`src/rtl/pg_strap_pkg.sv`:
```
package pg_strap_pkg;

  typedef enum logic [2:0] {
    SEQ_OFF   = 3'd0,
    SEQ_DELAY = 3'd1,
    SEQ_WAIT  = 3'd2,
    SEQ_LOCK  = 3'd3,
    SEQ_RUN   = 3'd4
  } seq_state_e;

  typedef enum logic [2:0] {
    PLAN_CPU100 = 3'd0,
    PLAN_CPU133 = 3'd1,
    PLAN_CPU200 = 3'd2,
    PLAN_CPU266 = 3'd3,
    PLAN_HIZ    = 3'd4,
    PLAN_REFDIV = 3'd5
  } clk_plan_e;

  typedef struct packed {
    logic fs_c;
    logic fs_b;
    logic fs_a;
    logic itp;
  } strap_t;

  // code is {c,b,a}; top bit set means a test plan
  function automatic clk_plan_e plan_of(input logic [2:0] code);
    clk_plan_e p;
    if (code[2]) begin
      p = code[1] ? PLAN_REFDIV : PLAN_HIZ;
    end else begin
      case (code[1:0])
        2'b11:   p = PLAN_CPU100;
        2'b01:   p = PLAN_CPU133;
        2'b10:   p = PLAN_CPU200;
        default: p = PLAN_CPU266;
      endcase
    end
    return p;
  endfunction

  function automatic int max_of(input int a, input int b);
    return (a > b) ? a : b;
  endfunction

endpackage

```
`src/rtl/pg_strobe_sync.sv`:
```
module pg_strobe_sync #(
  parameter int   STAGES  = 2,
  parameter logic RST_VAL = 1'b1
) (
  input  logic clk,
  input  logic rst_n,
  input  logic d,
  output logic q
);
  logic [STAGES-1:0] sh;

  for (genvar i = 0; i < STAGES; i++) begin : g_stage
    if (i == 0) begin : g_first
      always_ff @(posedge clk or negedge rst_n) begin
        if (!rst_n) sh[0] <= RST_VAL;
        else        sh[0] <= d;
      end
    end else begin : g_next
      always_ff @(posedge clk or negedge rst_n) begin
        if (!rst_n) sh[i] <= RST_VAL;
        else        sh[i] <= sh[i-1];
      end
    end
  end

  assign q = sh[STAGES-1];
endmodule

```
`src/rtl/pg_seq_fsm.sv`:
```
module pg_seq_fsm import pg_strap_pkg::*; #(
  parameter int DELAY_TICKS = 3600,
  parameter int LOCK_TICKS  = 25000
) (
  input  logic       clk,
  input  logic       rst_n,
  input  logic       supply_ok,
  input  logic       ref_tick,
  input  logic       strobe_low,
  output seq_state_e state,
  output logic       first_sample
);
  localparam int MAXT  = max_of(DELAY_TICKS, LOCK_TICKS);
  localparam int CNT_W = (MAXT < 2) ? 1 : $clog2(MAXT + 1);
  localparam logic [CNT_W-1:0] DLY_LAST  = CNT_W'(DELAY_TICKS - 1);
  localparam logic [CNT_W-1:0] LOCK_LAST = CNT_W'(LOCK_TICKS - 1);

  seq_state_e       nxt;
  logic [CNT_W-1:0] cnt, cnt_nxt;

  always_comb begin
    nxt     = state;
    cnt_nxt = cnt;
    case (state)
      SEQ_OFF: begin
        nxt     = SEQ_DELAY;
        cnt_nxt = '0;
      end
      SEQ_DELAY: if (ref_tick) begin
        if (cnt == DLY_LAST) begin
          nxt     = SEQ_WAIT;
          cnt_nxt = '0;
        end else begin
          cnt_nxt = cnt + 1'b1;
        end
      end
      SEQ_WAIT: if (strobe_low) begin
        nxt     = SEQ_LOCK;
        cnt_nxt = '0;
      end
      SEQ_LOCK: if (ref_tick) begin
        if (cnt == LOCK_LAST) begin
          nxt     = SEQ_RUN;
          cnt_nxt = '0;
        end else begin
          cnt_nxt = cnt + 1'b1;
        end
      end
      SEQ_RUN: nxt = SEQ_RUN;
      default: nxt = SEQ_OFF;
    endcase
    if (!supply_ok) begin
      nxt     = SEQ_OFF;
      cnt_nxt = '0;
    end
  end

  always_ff @(posedge clk or negedge rst_n) begin
    if (!rst_n) begin
      state <= SEQ_OFF;
      cnt   <= '0;
    end else begin
      state <= nxt;
      cnt   <= cnt_nxt;
    end
  end

  assign first_sample = supply_ok && (state == SEQ_WAIT) && strobe_low;
endmodule

```
`src/rtl/pg_strap_latch.sv`:
```
module pg_strap_latch import pg_strap_pkg::*; (
  input  logic   clk,
  input  logic   rst_n,
  input  logic   clear,
  input  logic   first_sample,
  input  logic   strobe_low,
  input  strap_t live,
  output strap_t held,
  output logic   valid,
  output logic   load
);
  logic resample;

  // test mode keeps the capture open while the strobe stays low
  assign resample = valid && held.fs_c && strobe_low;
  assign load     = first_sample || resample;

  always_ff @(posedge clk or negedge rst_n) begin
    if (!rst_n) begin
      held  <= '0;
      valid <= 1'b0;
    end else if (clear) begin
      held  <= '0;
      valid <= 1'b0;
    end else if (load) begin
      held  <= live;
      valid <= 1'b1;
    end
  end
endmodule

```
`src/rtl/pg_strap_seq.sv`:
```
module pg_strap_seq import pg_strap_pkg::*; #(
  parameter int DELAY_TICKS = 3600,
  parameter int LOCK_TICKS  = 25000,
  parameter int SYNC_STAGES = 2
) (
  input  logic       clk,
  input  logic       rst_n,
  input  logic       supply_ok,
  input  logic       ref_tick,
  input  logic       pwrgd_n,
  input  logic       fs_a_in,
  input  logic       fs_b_in,
  input  logic       fs_c_hi,
  input  logic       itp_strap,
  output logic [2:0] freq_code,
  output logic       strap_valid,
  output logic       pair_is_cpu,
  output logic       test_mode,
  output logic       test_ref_drive,
  output logic [2:0] clk_plan,
  output logic [2:0] seq_state,
  output logic       outputs_en,
  output logic       pd_req
);
  logic       strobe_hi;
  logic       strobe_low;
  logic       first_sample;
  logic       sample_evt;
  seq_state_e st;
  strap_t     live;
  strap_t     held;

  pg_strobe_sync #(.STAGES(SYNC_STAGES), .RST_VAL(1'b1)) sync_i (
    .clk(clk), .rst_n(rst_n), .d(pwrgd_n), .q(strobe_hi)
  );

  assign strobe_low = ~strobe_hi;

  pg_seq_fsm #(.DELAY_TICKS(DELAY_TICKS), .LOCK_TICKS(LOCK_TICKS)) fsm_i (
    .clk(clk), .rst_n(rst_n), .supply_ok(supply_ok), .ref_tick(ref_tick),
    .strobe_low(strobe_low), .state(st), .first_sample(first_sample)
  );

  assign live = '{fs_c: fs_c_hi, fs_b: fs_b_in, fs_a: fs_a_in, itp: itp_strap};

  pg_strap_latch latch_i (
    .clk(clk), .rst_n(rst_n), .clear(~supply_ok), .first_sample(first_sample),
    .strobe_low(strobe_low), .live(live), .held(held), .valid(strap_valid),
    .load(sample_evt)
  );

  assign freq_code      = {held.fs_c, held.fs_b, held.fs_a};
  assign pair_is_cpu    = held.itp;
  assign test_mode      = held.fs_c;
  assign test_ref_drive = held.fs_c & held.fs_b;
  assign clk_plan       = plan_of(freq_code);
  assign seq_state      = st;
  assign pd_req         = strap_valid && !held.fs_c && strobe_hi;
  assign outputs_en     = (st == SEQ_RUN) && !pd_req;
endmodule

```
`config.mk`:
```
export PLATFORM = sky130hd
export DESIGN_NAME = pg_strap_seq
export DESIGN_NICKNAME = d
export VERILOG_FILES = /design/src/rtl/pg_strap_pkg.sv /design/src/rtl/pg_strobe_sync.sv /design/src/rtl/pg_seq_fsm.sv /design/src/rtl/pg_strap_latch.sv /design/src/rtl/pg_strap_seq.sv
export SDC_FILE = /design/constraint.sdc
export NUM_CORES = 1
export LEC_CHECK = 0
export BUFFER_PORTS_ARGS = -buffer_cell sky130_fd_sc_hd__buf_2
export CAP_MARGIN = 20
export CELL_PAD_IN_SITES_DETAIL_PLACEMENT = 0
export CELL_PAD_IN_SITES_GLOBAL_PLACEMENT = 2
export CORE_MARGIN = 2
export CORE_UTILIZATION = 35
export CTS_BUF_LIST = sky130_fd_sc_hd__clkbuf_8
export CTS_CLUSTER_SIZE = 20
export DETAILED_ROUTE_END_ITERATION = 16
export PLACE_DENSITY_LB_ADDON = 0.1
export SETUP_SLACK_MARGIN = 0.1
export SYNTH_ARGS = -nofsm -noshare
export SYNTH_HDL_FRONTEND = slang
export SYNTH_SLANG_ARGS = --single-unit
```
`constraint.sdc`:
```
create_clock -name clk -period 2.9 [get_ports clk]
set_input_delay 0.145 -clock clk [delete_from_list [all_inputs] [get_ports clk]]
set_output_delay 0.145 -clock clk [all_outputs]
set_load 0.1 [all_outputs]
```
Word level (Yosys, flattened, before mapping). Cells that the tools add are included.

Flip-flop bits (word level): 25. Bits of input ports: 9. Output and inout port bits: 15. Word-level logic and storage cells: 62.

Add/subtract/negate cells: 1. Eq/ne operators: 16. Multiplexer cells: 21. Bitwise gates (word level): 2. Reduce and logical (&&, ||, !) cells: 13.

Operator list (number): $mux W15 (6); $pmux W15 S4 (1); $mux W3 (7); $add A15 B1 Y15 const B (1); $eq A15 B12 Y1 const B (1); $eq A15 B15 Y1 const B (1); $pmux W3 S5 (1); $ne A3 B3 Y1 const B (3); $mux W4 (2); $logic_and A1 B1 Y1 (7); $eq A3 B2 Y1 const B (2); $ne A3 B2 Y1 const B (2); $pmux W2 S3 (1); $ne A5 B1 Y1 const B (1); $reduce_and A5 Y1 (1); $eq A2 B2 Y1 const B (2); $reduce_and A4 Y1 (1); $eq A3 B1 Y1 const B (1); $eq A3 B3 Y1 const B (1); $logic_not A3 Y1 (1); $mux W1 (3); $eq A2 B1 Y1 const B (1); $logic_not A1 Y1 (2); $ne A2 B1 Y1 const B (1); 3 further kinds (3).

Depth between registers and ports, before layout. Gate-level depths: netlist (run 1).

Word-level depth: 6. Mapped depth: 7. Mapped depth without buffers: 6.

Cells and area by module. A second synthesis (run 1) with hierarchy kept.

Cell total of the unflattened synthesis: 152. Area total of the unflattened synthesis: 1462.7 um2.

By module, submodules not included: pg_seq_fsm (instances 1, cells an instance 120, area an instance 1096.1 um2, sequential area each 450.4 um2); pg_strap_latch (instances 1, cells an instance 21, area an instance 247.7 um2, sequential area each 125.1 um2); pg_strap_seq (instances 1, cells an instance 9, area an instance 66.3 um2, sequential area each 0.0 um2); pg_strobe_sync (instances 1, cells an instance 2, area an instance 52.6 um2, sequential area each 52.6 um2).

Worst setup path after synthesis (run 1). No wires, ideal clock.

Path kind: reg-to-output. Start point: reg latch_i.valid. End point: out outputs_en. Data arrival time: 3.301 ns. Data required time: 2.755 ns. Slack: -0.546 ns. Cell stages (with the launch flop): 4. Buffers on the path: 0. Cells stage by stage: dfrtp_1 nand2_1 nor2_1 nor2_1.

Longest elaborated chain between the ends: 4.

Ends and longest elaborated chain: start, declared (RTL line pg_strap_latch.sv:9) `output logic valid,`; start signal, assigned (RTL line pg_strap_latch.sv:21) `valid <= 1'b0;`; start signal, assigned (RTL line pg_strap_latch.sv:24) `valid <= 1'b0;`; start signal, assigned (RTL line pg_strap_latch.sv:27) `valid <= 1'b1;`; $logic_and A1 B1 Y1 (2 in a row) (RTL line pg_strap_seq.sv:58) `assign pd_req = strap_valid && !held.fs_c && strobe_hi;`; via pd_req (RTL line pg_strap_seq.sv:23) `output logic pd_req`; $logic_not A1 Y1 (RTL line pg_strap_seq.sv:59) `assign outputs_en = (st == SEQ_RUN) && !pd_req;`; $logic_and A1 B1 Y1 (RTL line pg_strap_seq.sv:59); end, declared (RTL line pg_strap_seq.sv:22) `output logic outputs_en,`.

The timed path passes the listed nets, and every way through them passes these cells.

Worst setup path in the final report (run 1).
Start point: reg fsm_i.cnt[0]. End point: reg fsm_i.cnt[9].

Longest elaborated chain between the ends: 5. Elaborated cells on any way between the ends: 9. Classes of those cells: add/sub (1); eq/ne (2); mux (6).

Ends and longest elaborated chain: start, declared (RTL line pg_seq_fsm.sv:19) `logic [CNT_W-1:0] cnt, cnt_nxt;`; start signal, assigned (RTL line pg_seq_fsm.sv:64) `cnt <= cnt_nxt;`; $add A15 B1 Y15, or another cell as far along (RTL line pg_seq_fsm.sv:34, pg_seq_fsm.sv:46); $mux W15, on equally long branches (RTL line pg_seq_fsm.sv:42, pg_seq_fsm.sv:30); $mux W15, on equally long branches (RTL line pg_seq_fsm.sv:41, pg_seq_fsm.sv:29); $pmux W15 S4 (*) (RTL line pg_seq_fsm.sv:24) `case (state)`; $mux W15 (*) (RTL line pg_seq_fsm.sv:52) `if (!supply_ok) begin`.

Every way passes the cells marked *; elsewhere a longest branch is shown, timed or not. The select of a mux whose other input is x is not followed. A chain may end at the register's enable or synchronous reset.

==> results of run 1 <==
[placed cells by master (no fill, tap or decap), types with 2 or more instances in the layout]
| master | n |
|---|---|
| sky130_fd_sc_hd__nand2_1 | 28 |
| sky130_fd_sc_hd__dfrtp_1 | 23 |
| sky130_fd_sc_hd__buf_2 | 23 |
| sky130_fd_sc_hd__o21ai_0 | 17 |
| sky130_fd_sc_hd__nor3_1 | 12 |
| sky130_fd_sc_hd__nor2_1 | 8 |
| sky130_fd_sc_hd__nand3_1 | 8 |
| sky130_fd_sc_hd__inv_1 | 6 |
| sky130_fd_sc_hd__nor4_1 | 4 |
| sky130_fd_sc_hd__a31oi_1 | 4 |
| sky130_fd_sc_hd__nand2b_1 | 3 |
| sky130_fd_sc_hd__nand4_1 | 3 |
| sky130_fd_sc_hd__o211ai_1 | 3 |
| sky130_fd_sc_hd__clkbuf_8 | 3 |
| sky130_fd_sc_hd__nor2_2 | 2 |
| sky130_fd_sc_hd__or4bb_1 | 2 |
| sky130_fd_sc_hd__or4b_2 | 2 |
| sky130_fd_sc_hd__o31a_1 | 2 |
| sky130_fd_sc_hd__nor3b_1 | 2 |
| sky130_fd_sc_hd__and3_1 | 2 |
| sky130_fd_sc_hd__a21oi_1 | 2 |
| sky130_fd_sc_hd__o22ai_1 | 2 |
| sky130_fd_sc_hd__ha_1 | 2 |
| sky130_fd_sc_hd__dlygate4sd3_1 | 2 |
| sky130_fd_sc_hd__dfstp_2 | 2 |
[stage by stage]
stage	hold slack [ps]	std cells	instance area, µm²
after floorplan	-151	175	1550
final	109	245	1720
after detailed placement	182	239	1650
after CTS	105	245	1720
after global routing	107	245	1720
after global placement	174	239	1650
[cell families after synthesis]
kind of cell,Yosys count,share of synthesized area [%]
simple gates,90,33.8
compound gates,38,15.6
flops,25,40.7
buf+inv,18,6.98
fa+ha+maj,2,1.62
xor+xnor,1,0.568
mux,1,0.730
[cell type report]
type                       count  area (µm²)  share of cell area (%)
timing repair buffer          26         143                    8.32
clock buffer                   3        41.3                    2.41
sequential                    25         628                    36.6
inverter                       6        22.5                    1.31
multi-input combinational    132         811                    47.3
tap                           52        65.1                    3.79
clock inverter                 1        5.00                   0.292
[per-layer routing]
metal	global-route usage (%)	vias up	wire (µm)
li1	-	674	-
met1	24.9	634	1980
met2	24.4	27	1610
met3	2.31	5	122
met4	5.13	0	49
met5	0	-	0
[timing repair]
item,4_1_cts,5_1_grt
hold buffers,2,0
setup buffers,0,0
hold endpoints to repair,24,0
setup endpoints to repair,0,0
[critical path, cell delays in order (launching register included)]
cell	delay (ps)
sky130_fd_sc_hd__dfrtp_1	440
sky130_fd_sc_hd__ha_1	260
sky130_fd_sc_hd__or4bb_1	480
sky130_fd_sc_hd__nor4_1	380
sky130_fd_sc_hd__nor3b_2	230
sky130_fd_sc_hd__nor3_4	370
sky130_fd_sc_hd__nor3_1	110
[flip-flops by register name (all words and copies together), names as in the netlist]
signal / cells
sync_i.q: 1
latch_i.valid: 1
fsm_i.state: 3
latch_i.held: 4
fsm_i.cnt: 15
sync_i.sh: 1
[power by group]
part | switching [mW] | total [mW] | internal [mW] | leakage, nW
registers | 0.0121 | 0.372 | 0.360 | 0.333
clock network | 0.118 | 0.214 | 0.0964 | 0.0255
logic | 0.164 | 0.195 | 0.0306 | 0.365
total | 0.294 | 0.781 | 0.487 | 0.724
[path summary, 6_finish.rpt]
| check | endpoint | depth (start not counted) | slack (ps) |
|---|---|---|---|
| min in group asynchronous | latch_i.held[2] | 2 | 400 |
| worst min-delay path | latch_i.held[3] | 3 | 110 |
| worst min register to register | sync_i.q | 0 | 360 |
| worst max-delay path | fsm_i.cnt[9] | 6 | 510 |
| max in group asynchronous | fsm_i.cnt[12] | 2 | 2120 |
| worst max register to register | fsm_i.cnt[9] | 6 | 510 |
==> metrics.txt, run 1 <==
# TYPE chip_impl_metric gauge
chip_impl_info{name="most_used_flip_flop_cell_after_synthesis",value="sky130_fd_sc_hd__dfrtp_1"} 1
chip_impl_info{name="startpoint_of_the_most_critical_setup_path",value="fsm_i.cnt[0]"} 1
chip_impl_metric{name="setup_total_negative_slack",unit="ps"} 0
chip_impl_metric{name="maximum_number_of_pins_on_one_net_before_global_route_repair",unit=""} 26
chip_impl_metric{name="cts_max_level",unit=""} 1
chip_impl_metric{name="yosysWarningCount",unit=""} 0
chip_impl_info{name="tritoncts",value="done"} 1
chip_impl_metric{name="io_pins",unit=""} 24
chip_impl_metric{name="synth-async-reset-ratio",unit="%"} 100
chip_impl_info{name="min-delay-path-class",value="in2reg"} 1
chip_impl_metric{name="num-nets-final",unit=""} 205
chip_impl_metric{name="initial_core_utilization",unit="%"} 35.9
chip_impl_metric{name="wl_per_cell",unit="µm"} 15.4
chip_impl_metric{name="post_synth_instance_area",unit="mm²"} 0.00154
chip_impl_metric{name="fmax",unit="MHz"} 418
chip_impl_metric{name="worstPathMaxFanout",unit=""} 13
chip_impl_info{name="netlist_top_cells_count",value="sky130_fd_sc_hd__nand2_1 (28), sky130_fd_sc_hd__dfrtp_1 (23), sky130_fd_sc_hd__o21ai_0 (17), sky130_fd_sc_hd__nor3_1 (12), sky130_fd_sc_hd__nor2_1 (10)"} 1
chip_impl_metric{name="drt_first_pass_iters",unit=""} 5
chip_impl_metric{name="hold_viol_final",unit=""} 0
chip_impl_info{name="r2r-start",value="fsm_i.cnt[0]"} 1
chip_impl_metric{name="report.final.setup_viol",unit=""} 0
chip_impl_info{name="synth.area.top_cells",value="sky130_fd_sc_hd__dfrtp_1 (37%), sky130_fd_sc_hd__nand2_1 (6.8%), sky130_fd_sc_hd__o21ai_0 (5.5%)"} 1
chip_impl_metric{name="synthesis.area_per_instance",unit="µm²"} 8.81
chip_impl_metric{name="fp-row-count",unit=""} 24
chip_impl_metric{name="final.fill_count",unit=""} 441
chip_impl_metric{name="detail-route-antenna-nets",unit=""} 0
chip_impl_info{name="setup.worst_path.class",value="reg2reg"} 1
chip_impl_info{name="status",value="finished, final reports clean"} 1
chip_impl_info{name="hold_path.startpoint",value="fs_c_hi"} 1
chip_impl_metric{name="netlist-cell-type-count",unit=""} 50
chip_impl_metric{name="place.port_buffers",unit=""} 23
chip_impl_metric{name="clock_tree.buffer_depth",unit=""} 2
chip_impl_metric{name="req_time_crit_path",unit="ps"} 3050
chip_impl_metric{name="period_minus_slack",unit="ps"} 2390
chip_impl_metric{name="grt_antenna_before_repair",unit=""} 0
chip_impl_metric{name="via_count",unit=""} 1340
chip_impl_metric{name="p_per_area",unit="mW/mm²"} 456
chip_impl_metric{name="routed_wirelength",unit="mm"} 3.77
chip_impl_metric{name="vias_per_cell",unit=""} 5.47
chip_impl_metric{name="placeableCoreArea",unit="mm²"} 0.00429
chip_impl_metric{name="gr-usage-all-layers",unit="%"} 16.5
chip_impl_metric{name="postSynthCellCount",unit=""} 175
chip_impl_info{name="critical_path.startpoint_type",value="flop"} 1
chip_impl_metric{name="fin_worst_skew",unit="ps"} 4.99
chip_impl_metric{name="final_max_slew_viol_count",unit=""} 0
chip_impl_metric{name="chipHeight",unit="µm"} 70.4
chip_impl_info{name="cts-root-buf",value="sky130_fd_sc_hd__clkbuf_8"} 1
chip_impl_metric{name="postLayoutSetupSlackWorst",unit="ps"} 508
chip_impl_info{name="critical_path.endpoint_type",value="flop"} 1
chip_impl_info{name="post-synth-top-count-cell",value="sky130_fd_sc_hd__nand2_1"} 1
chip_impl_metric{name="first_global_vias",unit=""} 1259
chip_impl_metric{name="slew-limit-headroom",unit="%"} 37.8
chip_impl_metric{name="detailedRoute.firstIterationViolations",unit=""} 84
chip_impl_metric{name="floorplan.die.width",unit="µm"} 70.4
chip_impl_metric{name="design.die.area",unit="mm²"} 0.00495
chip_impl_info{name="yosysTopAreaCell",value="sky130_fd_sc_hd__dfrtp_1"} 1
chip_impl_metric{name="wire_length_of_the_first_global_routing_pass",unit="mm"} 6.54
chip_impl_metric{name="layout_worst_path_cycle_share",unit="%"} 82.5
chip_impl_metric{name="synth_seq_cells",unit=""} 25
chip_impl_metric{name="total_power",unit="mW"} 0.781
chip_impl_metric{name="gp_routability_congestion",unit=""} 0.792
chip_impl_metric{name="post_route_cells_drive_above_1_share",unit="%"} 21.8
chip_impl_metric{name="p_leak",unit="nW"} 0.724
chip_impl_metric{name="synth-edff-count",unit=""} 0
chip_impl_metric{name="cts-resized-gates",unit=""} 0
chip_impl_metric{name="area.growth.synth_to_final",unit="%"} 11.3
chip_impl_metric{name="seq_area_frac_synth",unit="%"} 40.7
chip_impl_metric{name="max_slew.worst_pin.slew",unit="ps"} 929
chip_impl_metric{name="netlist.area_leader.share",unit="%"} 37.3
chip_impl_metric{name="cts_inserted_buffers",unit=""} 3
chip_impl_metric{name="grt_remaining_overflow",unit=""} 0
chip_impl_metric{name="arrival",unit="ps"} 2540
chip_impl_metric{name="drc_errors",unit=""} 0
chip_impl_metric{name="dp_hpwl",unit="mm"} 2.68
chip_impl_metric{name="clk_pin_slew_worst_paths",unit="ps"} 90
chip_impl_metric{name="synth_fp_nets",unit=""} 186
chip_impl_metric{name="diodes",unit=""} 0
chip_impl_metric{name="placement.setup.worst_slack",unit="ps"} 573
chip_impl_metric{name="utilization_after_layout",unit="%"} 39.9
chip_impl_metric{name="worst_skew_pair.late_latency",unit="ps"} 270
chip_impl_metric{name="worst_ir_drop_vdd",unit="V"} 0.000222
chip_impl_metric{name="max_cap_violations",unit=""} 0
chip_impl_info{name="rsz0062_at_grt",value="no"} 1
chip_impl_metric{name="cts_num_sinks",unit=""} 25
(Power assumes the default switching activity.)
==> inputs of run 2 (changes only) <==
ABC_AREA = 1   (was unset)
CORE_UTILIZATION = 33   (was 35)
clock period = 2.35 ns   (was 2.9 ns; I/O delays follow)
==> metrics.txt, run 2 <==
# TYPE chip_impl_metric gauge
chip_impl_info{name="netlist_top_cells_count",value="sky130_fd_sc_hd__nand2_1 (49), sky130_fd_sc_hd__nor2_1 (29), sky130_fd_sc_hd__inv_1 (28), sky130_fd_sc_hd__dfrtp_1 (23), sky130_fd_sc_hd__nand3_1 (16)"} 1
chip_impl_metric{name="fmax",unit="MHz"} 603
chip_impl_metric{name="synthesis.area_per_instance",unit="µm²"} 7.58
chip_impl_metric{name="total_power",unit="mW"} 1.71
chip_impl_metric{name="clk_pin_slew_worst_paths",unit="ps"} 90
chip_impl_metric{name="layout_worst_path_cycle_share",unit="%"} 70.6
chip_impl_info{name="final_common_cell",value="sky130_fd_sc_hd__nand2_1"} 1
chip_impl_metric{name="worst_ir_drop_vdd",unit="V"} 0.000330
chip_impl_metric{name="arrival",unit="ps"} 1540
chip_impl_metric{name="gp_routability_congestion",unit=""} 0.781
chip_impl_metric{name="p_sw_share",unit="%"} 55.5
chip_impl_metric{name="dp.cells",unit=""} 281
chip_impl_metric{name="worst_skew_pair.late_latency",unit="ps"} 270
chip_impl_metric{name="final.fill_count",unit=""} 491
chip_impl_metric{name="p_int",unit="mW"} 0.760
chip_impl_metric{name="drc_errors",unit=""} 0
chip_impl_metric{name="chipHeight",unit="µm"} 73.0
chip_impl_metric{name="netlist.area_leader.share",unit="%"} 36.7
chip_impl_metric{name="cts_max_level",unit=""} 1
chip_impl_metric{name="setup_total_negative_slack",unit="ps"} 0
chip_impl_metric{name="synth-edff-count",unit=""} 0
chip_impl_metric{name="cts-resized-gates",unit=""} 0
chip_impl_metric{name="period_minus_slack",unit="ps"} 1660
chip_impl_info{name="most-common-layout-cells",value="sky130_fd_sc_hd__nand2_1 (49), sky130_fd_sc_hd__inv_1 (29), sky130_fd_sc_hd__nor2_1 (27)"} 1
chip_impl_metric{name="num-nets-final",unit=""} 245
chip_impl_metric{name="worstPathMaxFanout",unit=""} 8
chip_impl_metric{name="p_per_area",unit="mW/mm²"} 940
chip_impl_metric{name="max_slew.worst_pin.slew",unit="ps"} 576
chip_impl_metric{name="multi_input_area",unit="µm²"} 803
chip_impl_metric{name="gr-usage-all-layers",unit="%"} 14.1
chip_impl_info{name="setup.worst_path.class",value="reg2out"} 1
chip_impl_metric{name="max_cap_violations",unit=""} 0
chip_impl_metric{name="place.port_buffers",unit=""} 23
chip_impl_metric{name="final_max_slew_viol_count",unit=""} 0
chip_impl_metric{name="via_count",unit=""} 1300
chip_impl_metric{name="dpl_cell_area",unit="mm²"} 0.00175
chip_impl_metric{name="placement.setup.worst_slack",unit="ps"} 785
chip_impl_metric{name="synth_seq_cells",unit=""} 25
chip_impl_metric{name="post_route_cells_drive_above_1_share",unit="%"} 28.3
chip_impl_metric{name="post-route-cell-area",unit="mm²"} 0.00182
chip_impl_metric{name="hold_viol_final",unit=""} 0
chip_impl_metric{name="seq_area_frac_synth",unit="%"} 40.0
chip_impl_info{name="most_used_flip_flop_cell_after_synthesis",value="sky130_fd_sc_hd__dfrtp_1"} 1
chip_impl_metric{name="drt_first_pass_iters",unit=""} 4
chip_impl_metric{name="routed_wirelength",unit="mm"} 3.40
chip_impl_metric{name="clock_tree.buffer_depth",unit=""} 2
chip_impl_metric{name="fp-row-count",unit=""} 25
chip_impl_metric{name="final_cells",unit=""} 287
chip_impl_metric{name="postSynthCellCount",unit=""} 207
chip_impl_metric{name="area.growth.synth_to_final",unit="%"} 15.8
chip_impl_metric{name="detailedRoute.firstIterationViolations",unit=""} 27
chip_impl_metric{name="detail-route-antenna-nets",unit=""} 0
chip_impl_metric{name="fin_worst_skew",unit="ps"} 2.44
chip_impl_metric{name="report.final.setup_viol",unit=""} 0
chip_impl_info{name="critical_path.startpoint_type",value="flop"} 1
chip_impl_metric{name="switching_power",unit="mW"} 0.947
chip_impl_metric{name="grt_remaining_overflow",unit=""} 0
chip_impl_info{name="critical_path.endpoint_type",value="primary output"} 1
chip_impl_metric{name="first_global_vias",unit=""} 1258
chip_impl_info{name="min-delay-path-class",value="in2reg"} 1
chip_impl_metric{name="netlist-cell-type-count",unit=""} 27
chip_impl_metric{name="largest_register_ffs",unit=""} 15
chip_impl_metric{name="dp_hpwl",unit="mm"} 2.63
chip_impl_metric{name="wl_per_cell",unit="µm"} 11.9
chip_impl_metric{name="cts_num_sinks",unit=""} 25
chip_impl_info{name="reg_top3",value="fsm_i.cnt: 15 flops, latch_i.held: 4 flops, fsm_i.state: 3 flops"} 1
chip_impl_metric{name="design.die.area",unit="mm²"} 0.00532
chip_impl_metric{name="grt_antenna_before_repair",unit=""} 0
chip_impl_metric{name="post_synth_instance_area",unit="mm²"} 0.00157
chip_impl_metric{name="postLayoutSetupSlackWorst",unit="ps"} 691
chip_impl_metric{name="floorplan.die.width",unit="µm"} 73.0
chip_impl_metric{name="sequential_cell_area",unit="µm²"} 634
chip_impl_metric{name="p_leak",unit="nW"} 0.897
chip_impl_info{name="status",value="finished, final reports clean"} 1
chip_impl_metric{name="synth-async-reset-ratio",unit="%"} 100
chip_impl_info{name="tritoncts",value="done"} 1
chip_impl_metric{name="vias_per_cell",unit=""} 4.53
chip_impl_info{name="rsz0062_at_grt",value="no"} 1
chip_impl_metric{name="yosysWarningCount",unit=""} 0
chip_impl_metric{name="slew-limit-headroom",unit="%"} 61.6
chip_impl_info{name="post-synth-top-count-cell",value="sky130_fd_sc_hd__nand2_1"} 1
chip_impl_info{name="yosysTopAreaCell",value="sky130_fd_sc_hd__dfrtp_1"} 1
chip_impl_metric{name="cts_inserted_buffers",unit=""} 3
chip_impl_info{name="synth.area.top_cells",value="sky130_fd_sc_hd__dfrtp_1 (37%), sky130_fd_sc_hd__nand2_1 (12%), sky130_fd_sc_hd__nor2_1 (6.9%)"} 1
chip_impl_metric{name="seq_power_share",unit="%"} 32.5
chip_impl_metric{name="io_pins",unit=""} 24
chip_impl_metric{name="synth_fp_nets",unit=""} 218
chip_impl_metric{name="wire_length_of_the_first_global_routing_pass",unit="mm"} 5.82
chip_impl_info{name="top_register",value="fsm_i.cnt"} 1
chip_impl_metric{name="maximum_number_of_pins_on_one_net_before_global_route_repair",unit=""} 26
chip_impl_metric{name="initial_core_utilization",unit="%"} 33.7
chip_impl_metric{name="placeableCoreArea",unit="mm²"} 0.00466
chip_impl_metric{name="diodes",unit=""} 0
chip_impl_metric{name="share_comb_of_total_power",unit="%"} 52.3
chip_impl_info{name="cts-root-buf",value="sky130_fd_sc_hd__clkbuf_8"} 1
chip_impl_metric{name="req_time_crit_path",unit="ps"} 2230
chip_impl_metric{name="clockPowerShare",unit="%"} 15.2
-- run 2: changes by cell type after synthesis, moves of 4 or more --
cell / delta
sky130_fd_sc_hd__inv_1: +22
sky130_fd_sc_hd__nand2_1: +21
sky130_fd_sc_hd__nor2_1: +19
sky130_fd_sc_hd__nor2_2: +11
sky130_fd_sc_hd__nor3_1: -10
sky130_fd_sc_hd__o21ai_0: -10
sky130_fd_sc_hd__nand3_1: +8
sky130_fd_sc_hd__nand2_2: +5
sky130_fd_sc_hd__a31oi_1: -4
-- run 2: cell families (layout without fill, tap and decap cells) --
family | after synthesis | count (layout) | share of synthesized area, %
xor gates and xnor gates | 4 | 4 | 2.23
DFF | 25 | 25 | 40.0
adders and majority gates | 2 | 2 | 1.59
muxes | 1 | 1 | 0.957
and+or+nand+nor | 124 | 124 | 39.6
buffers and inverters | 36 | 62 | 10.0
AOI/OAI and AO/OA | 15 | 15 | 5.50
-- run 2: critical path, stage by stage, from the launching register on --
cell and delay, ps:
sky130_fd_sc_hd__dfrtp_1 520, sky130_fd_sc_hd__nor4_4 290, sky130_fd_sc_hd__buf_2 460
-- run 2: cell type report --
| type | instances | share of cell area [%] |
|---|---|---|
| multi-input cells | 146 | 44.2 |
| flip-flops and latches | 25 | 34.9 |
| repair buffers | 25 | 7.44 |
| inverters | 33 | 7.23 |
| well taps | 54 | 3.72 |
| clock buffers | 3 | 2.27 |
| clock inverters | 1 | 0.207 |
-- run 2: worst paths after layout --
path                                      from         endpoint  slack, ps  cells after the start
worst max-delay path            fsm_i.state[1]       outputs_en        690                      2
worst min-delay path                   fs_b_in  latch_i.held[2]         70                      3
worst min register to register    sync_i.sh[0]         sync_i.q        360                      0
min in group asynchronous                rst_n     fsm_i.cnt[8]        370                      2
worst max register to register  fsm_i.state[0]    latch_i.valid        780                      4
max in group asynchronous                rst_n  latch_i.held[3]       1550                      2
-- run 2: repair_timing --
| action | 4_1_cts | 5_1_grt |
|---|---|---|
| hold endpoints to repair | 24 | 0 |
| setup buffers | 0 | 0 |
| hold buffers | 2 | 0 |
| setup endpoints to repair | 0 | 0 |
-- run 2: per-stage QoR --
| stage | util, % | hold WS (ps) |
|---|---|---|
| floorplan | - | -178 |
| global placement | 37.6 | 151 |
| detailed placement | 37.6 | 160 |
| CTS | 39.0 | 74.3 |
| global route | 39.0 | 81.1 |
| finish | 39.0 | 74.7 |
-- run 2: layer usage --
layer | track usage [%] | part of all wire, %
met5 | 0 | 0
met4 | 3.70 | 1.0
met3 | 2.21 | 3.4
met2 | 24.2 | 48
met1 | 18.6 | 48
-- run 2: power groups by stage --
stage	Clock (mW)	Sequential, mW	Combinational [mW]
floorplan	0	0.816	0.513
global placement	0	0.559	0.903
detailed placement	0	0.564	0.903
CTS	0.275	0.555	0.906
global route	0.297	0.565	0.948
finish	0.260	0.554	0.893
==> inputs of run 3 (changes only) <==
ABC_AREA = 0   (was 1)
CORE_UTILIZATION = 35   (was 33)
clock period = 1.7 ns   (was 2.35 ns; I/O delays follow)
==> metrics.txt, run 3 (same netlist as run 1, synthesis figures left out) <==
# TYPE chip_impl_metric gauge
chip_impl_metric{name="share_comb_of_total_power",unit="%"} 28.6
chip_impl_info{name="startpoint_of_the_most_critical_setup_path",value="fsm_i.cnt[3]"} 1
chip_impl_info{name="top_register",value="fsm_i.cnt"} 1
chip_impl_metric{name="report.final.setup_viol",unit=""} 18
chip_impl_metric{name="max_cap_violations",unit=""} 0
chip_impl_metric{name="gp_routability_congestion",unit=""} 0.817
chip_impl_metric{name="detailedRoute.firstIterationViolations",unit=""} 56
chip_impl_metric{name="place.port_buffers",unit=""} 23
chip_impl_info{name="cts-root-buf",value="sky130_fd_sc_hd__clkbuf_8"} 1
chip_impl_metric{name="floorplan.die.width",unit="µm"} 70.4
chip_impl_metric{name="p_per_area",unit="mW/mm²"} 626
chip_impl_info{name="rsz0062_at_grt",value="yes"} 1
chip_impl_metric{name="worst-r2r-cell-count",unit=""} 6
chip_impl_metric{name="sequential_cell_area",unit="µm²"} 643
chip_impl_metric{name="fin_worst_skew",unit="ps"} 5.00
chip_impl_metric{name="num-nets-final",unit=""} 250
chip_impl_metric{name="initial_core_utilization",unit="%"} 35.9
chip_impl_metric{name="cts_max_level",unit=""} 1
chip_impl_metric{name="hold_viol_final",unit=""} 0
chip_impl_metric{name="diodes",unit=""} 0
chip_impl_info{name="critical_path.endpoint_type",value="flop"} 1
chip_impl_metric{name="max_slew.worst_pin.slew",unit="ps"} 596
chip_impl_metric{name="detail-route-antenna-nets",unit=""} 0
chip_impl_metric{name="placeableCoreArea",unit="mm²"} 0.00429
chip_impl_metric{name="maximum_number_of_pins_on_one_net_before_global_route_repair",unit=""} 26
chip_impl_metric{name="arrival",unit="ps"} 2120
chip_impl_metric{name="req_time_crit_path",unit="ps"} 1860
chip_impl_metric{name="fmax",unit="MHz"} 510
chip_impl_metric{name="p_sw_share",unit="%"} 37.8
chip_impl_metric{name="placement.setup.worst_slack",unit="ps"} -325
chip_impl_metric{name="worstPathMaxFanout",unit=""} 6
chip_impl_metric{name="cts_inserted_buffers",unit=""} 3
chip_impl_metric{name="final.fill_count",unit=""} 416
chip_impl_metric{name="drt_first_pass_iters",unit=""} 4
chip_impl_info{name="tritoncts",value="done"} 1
chip_impl_metric{name="routed_wirelength",unit="mm"} 4.48
chip_impl_info{name="status",value="complete, but fails checks"} 1
chip_impl_info{name="setup.worst_path.class",value="reg2reg"} 1
chip_impl_metric{name="grt_remaining_overflow",unit=""} 0
chip_impl_metric{name="worst_skew_pair.late_latency",unit="ps"} 270
chip_impl_metric{name="drc_errors",unit=""} 0
chip_impl_metric{name="final_max_slew_viol_count",unit=""} 0
chip_impl_metric{name="grt_antenna_before_repair",unit=""} 0
chip_impl_metric{name="gr-usage-all-layers",unit="%"} 18.8
chip_impl_info{name="r2r_end",value="fsm_i.cnt[12]"} 1
chip_impl_metric{name="vias_per_cell",unit=""} 5.36
chip_impl_metric{name="worst_ir_drop_vdd",unit="V"} 0.000413
chip_impl_info{name="min-delay-path-class",value="in2reg"} 1
chip_impl_metric{name="post_route_cells_drive_above_1_share",unit="%"} 47.5
chip_impl_metric{name="clock_tree.buffer_depth",unit=""} 2
chip_impl_info{name="failed_checks",value="setup timing"} 1
chip_impl_metric{name="layout_worst_path_cycle_share",unit="%"} 115
chip_impl_metric{name="area.growth.synth_to_final",unit="%"} 45.3
chip_impl_info{name="most-common-layout-cells",value="sky130_fd_sc_hd__buf_4 (45), sky130_fd_sc_hd__nand2_1 (26), sky130_fd_sc_hd__buf_2 (20)"} 1
chip_impl_metric{name="first_global_vias",unit=""} 1514
chip_impl_metric{name="postLayoutSetupSlackWorst",unit="ps"} -262
chip_impl_metric{name="post-route-cell-area",unit="mm²"} 0.00224
chip_impl_metric{name="via_count",unit=""} 1553
chip_impl_info{name="final_common_cell",value="sky130_fd_sc_hd__buf_4"} 1
chip_impl_metric{name="dp_hpwl",unit="mm"} 3.21
chip_impl_metric{name="design.die.area",unit="mm²"} 0.00495
chip_impl_metric{name="largest_register_ffs",unit=""} 15
chip_impl_info{name="r2r-start",value="fsm_i.cnt[3]"} 1
chip_impl_info{name="critical_path.startpoint_type",value="flop"} 1
chip_impl_metric{name="clockPowerShare",unit="%"} 26.1
chip_impl_metric{name="ff2ff_setup_slack",unit="ps"} -260
chip_impl_metric{name="wire_length_of_the_first_global_routing_pass",unit="mm"} 7.40
chip_impl_metric{name="p_leak",unit="nW"} 1.00
chip_impl_metric{name="chipHeight",unit="µm"} 70.4
chip_impl_metric{name="p_int",unit="mW"} 0.871
chip_impl_metric{name="dpl_cell_area",unit="mm²"} 0.00203
chip_impl_metric{name="seq_power_share",unit="%"} 45.3
chip_impl_metric{name="setup_total_negative_slack",unit="ps"} -3850
chip_impl_metric{name="multi_input_area",unit="µm²"} 971
chip_impl_info{name="setup.worst_path.end",value="fsm_i.cnt[12]"} 1
chip_impl_metric{name="cts_num_sinks",unit=""} 25
chip_impl_metric{name="wl_per_cell",unit="µm"} 15.4
chip_impl_metric{name="clk_pin_slew_worst_paths",unit="ps"} 100
chip_impl_metric{name="switching_power",unit="mW"} 0.531
chip_impl_metric{name="final_cells",unit=""} 290
chip_impl_metric{name="period_minus_slack",unit="ps"} 1960
chip_impl_metric{name="io_pins",unit=""} 24
chip_impl_metric{name="fp-row-count",unit=""} 24
chip_impl_metric{name="dp.cells",unit=""} 273
chip_impl_info{name="reg_top3",value="fsm_i.cnt: 15 flops, latch_i.held: 4 flops, fsm_i.state: 3 flops"} 1
chip_impl_metric{name="slew-limit-headroom",unit="%"} 60.3
==> run 3: changes by cell type in the layout (fill, tap and decap cells not counted), moves of 4 or more <==
| cell | previous run | this run |
|---|---|---|
| sky130_fd_sc_hd__a31oi_1 | 0 | 4 |
| sky130_fd_sc_hd__buf_4 | 0 | 45 |
| sky130_fd_sc_hd__inv_1 | 29 | 6 |
| sky130_fd_sc_hd__nand2_1 | 49 | 26 |
| sky130_fd_sc_hd__nand3_1 | 16 | 8 |
| sky130_fd_sc_hd__nor2_1 | 27 | 5 |
| sky130_fd_sc_hd__nor2_2 | 13 | 2 |
| sky130_fd_sc_hd__nor3_1 | 2 | 10 |
==> run 3: metrics by stage <==
step | util, % | power (mW) | hold slack, ps
after floorplan | - | 0.944 | -211
after global placement | 47.3 | 1.02 | 124
after detailed placement | 47.3 | 1.03 | 136
after CTS | 51.3 | 1.40 | 52.9
after global routing | 52.2 | 1.47 | 55.7
final | 52.2 | 1.40 | 49.3
==> run 3: power groups by stage <==
stage                     registers (mW)  clock network [mW]  logic, mW
after floorplan                    0.743                   0      0.201
after global placement             0.647                   0      0.374
after detailed placement           0.648                   0      0.377
after CTS                          0.636               0.370      0.398
after global routing               0.641               0.403      0.424
final                              0.636               0.366      0.401
==> run 3: final cells by class <==
cell class,count,share of cell area [%]
clock inverter,1,0.168
clock buffer,3,1.84
timing repair buffer,69,21.8
sequential,25,28.7
tap,52,2.91
multi-input combinational,134,43.4
inverter,6,1.17
==> run 3: worst max-delay path, cell delays in order (launching register included) <==
cell,delay (ps)
sky130_fd_sc_hd__dfrtp_1,420
sky130_fd_sc_hd__or4bb_1,550
sky130_fd_sc_hd__nor4_4,330
sky130_fd_sc_hd__nor3b_4,130
sky130_fd_sc_hd__nor3_4,210
sky130_fd_sc_hd__buf_4,150
sky130_fd_sc_hd__nor3_1,40
==> run 3: worst min path at each step <==
| stage | end | startpoint | cells past startpoint | slack (ps) |
|---|---|---|---|---|
| 2_1_floorplan | fsm_i.cnt[0] | rst_n | 0 | -210 |
| 5_1_grt | latch_i.held[3] | fs_c_hi | 3 | 60 |
| 3_5_place_dp | fsm_i.state[0] | rst_n | 1 | 140 |
| 6_report | latch_i.held[2] | fs_b_in | 3 | 50 |
| 4_1_cts | latch_i.held[2] | fs_b_in | 3 | 50 |
| 3_3_place_gp | fsm_i.state[0] | rst_n | 1 | 120 |
==> run 3: what timing repair did <==
item | CTS | global route
hold buffers | 2 | 0
setup endpoints to repair | 20 | 24
endpoints found under the hold margin | 24 | 0
pin swaps | 10 | 7
cloned | 2 | 0
gates resized for setup | 10 | 8
setup buffers | 7 | 2
==> run 3: per-layer routing <==
metal  share of wire [%]  track usage, %  up-vias
li1                    -               -      769
met1                  49            26.7      757
met2                  48            30.3       25
met3                 3.0            3.17        2
met4                0.45            3.63        0
met5                   0               0        -
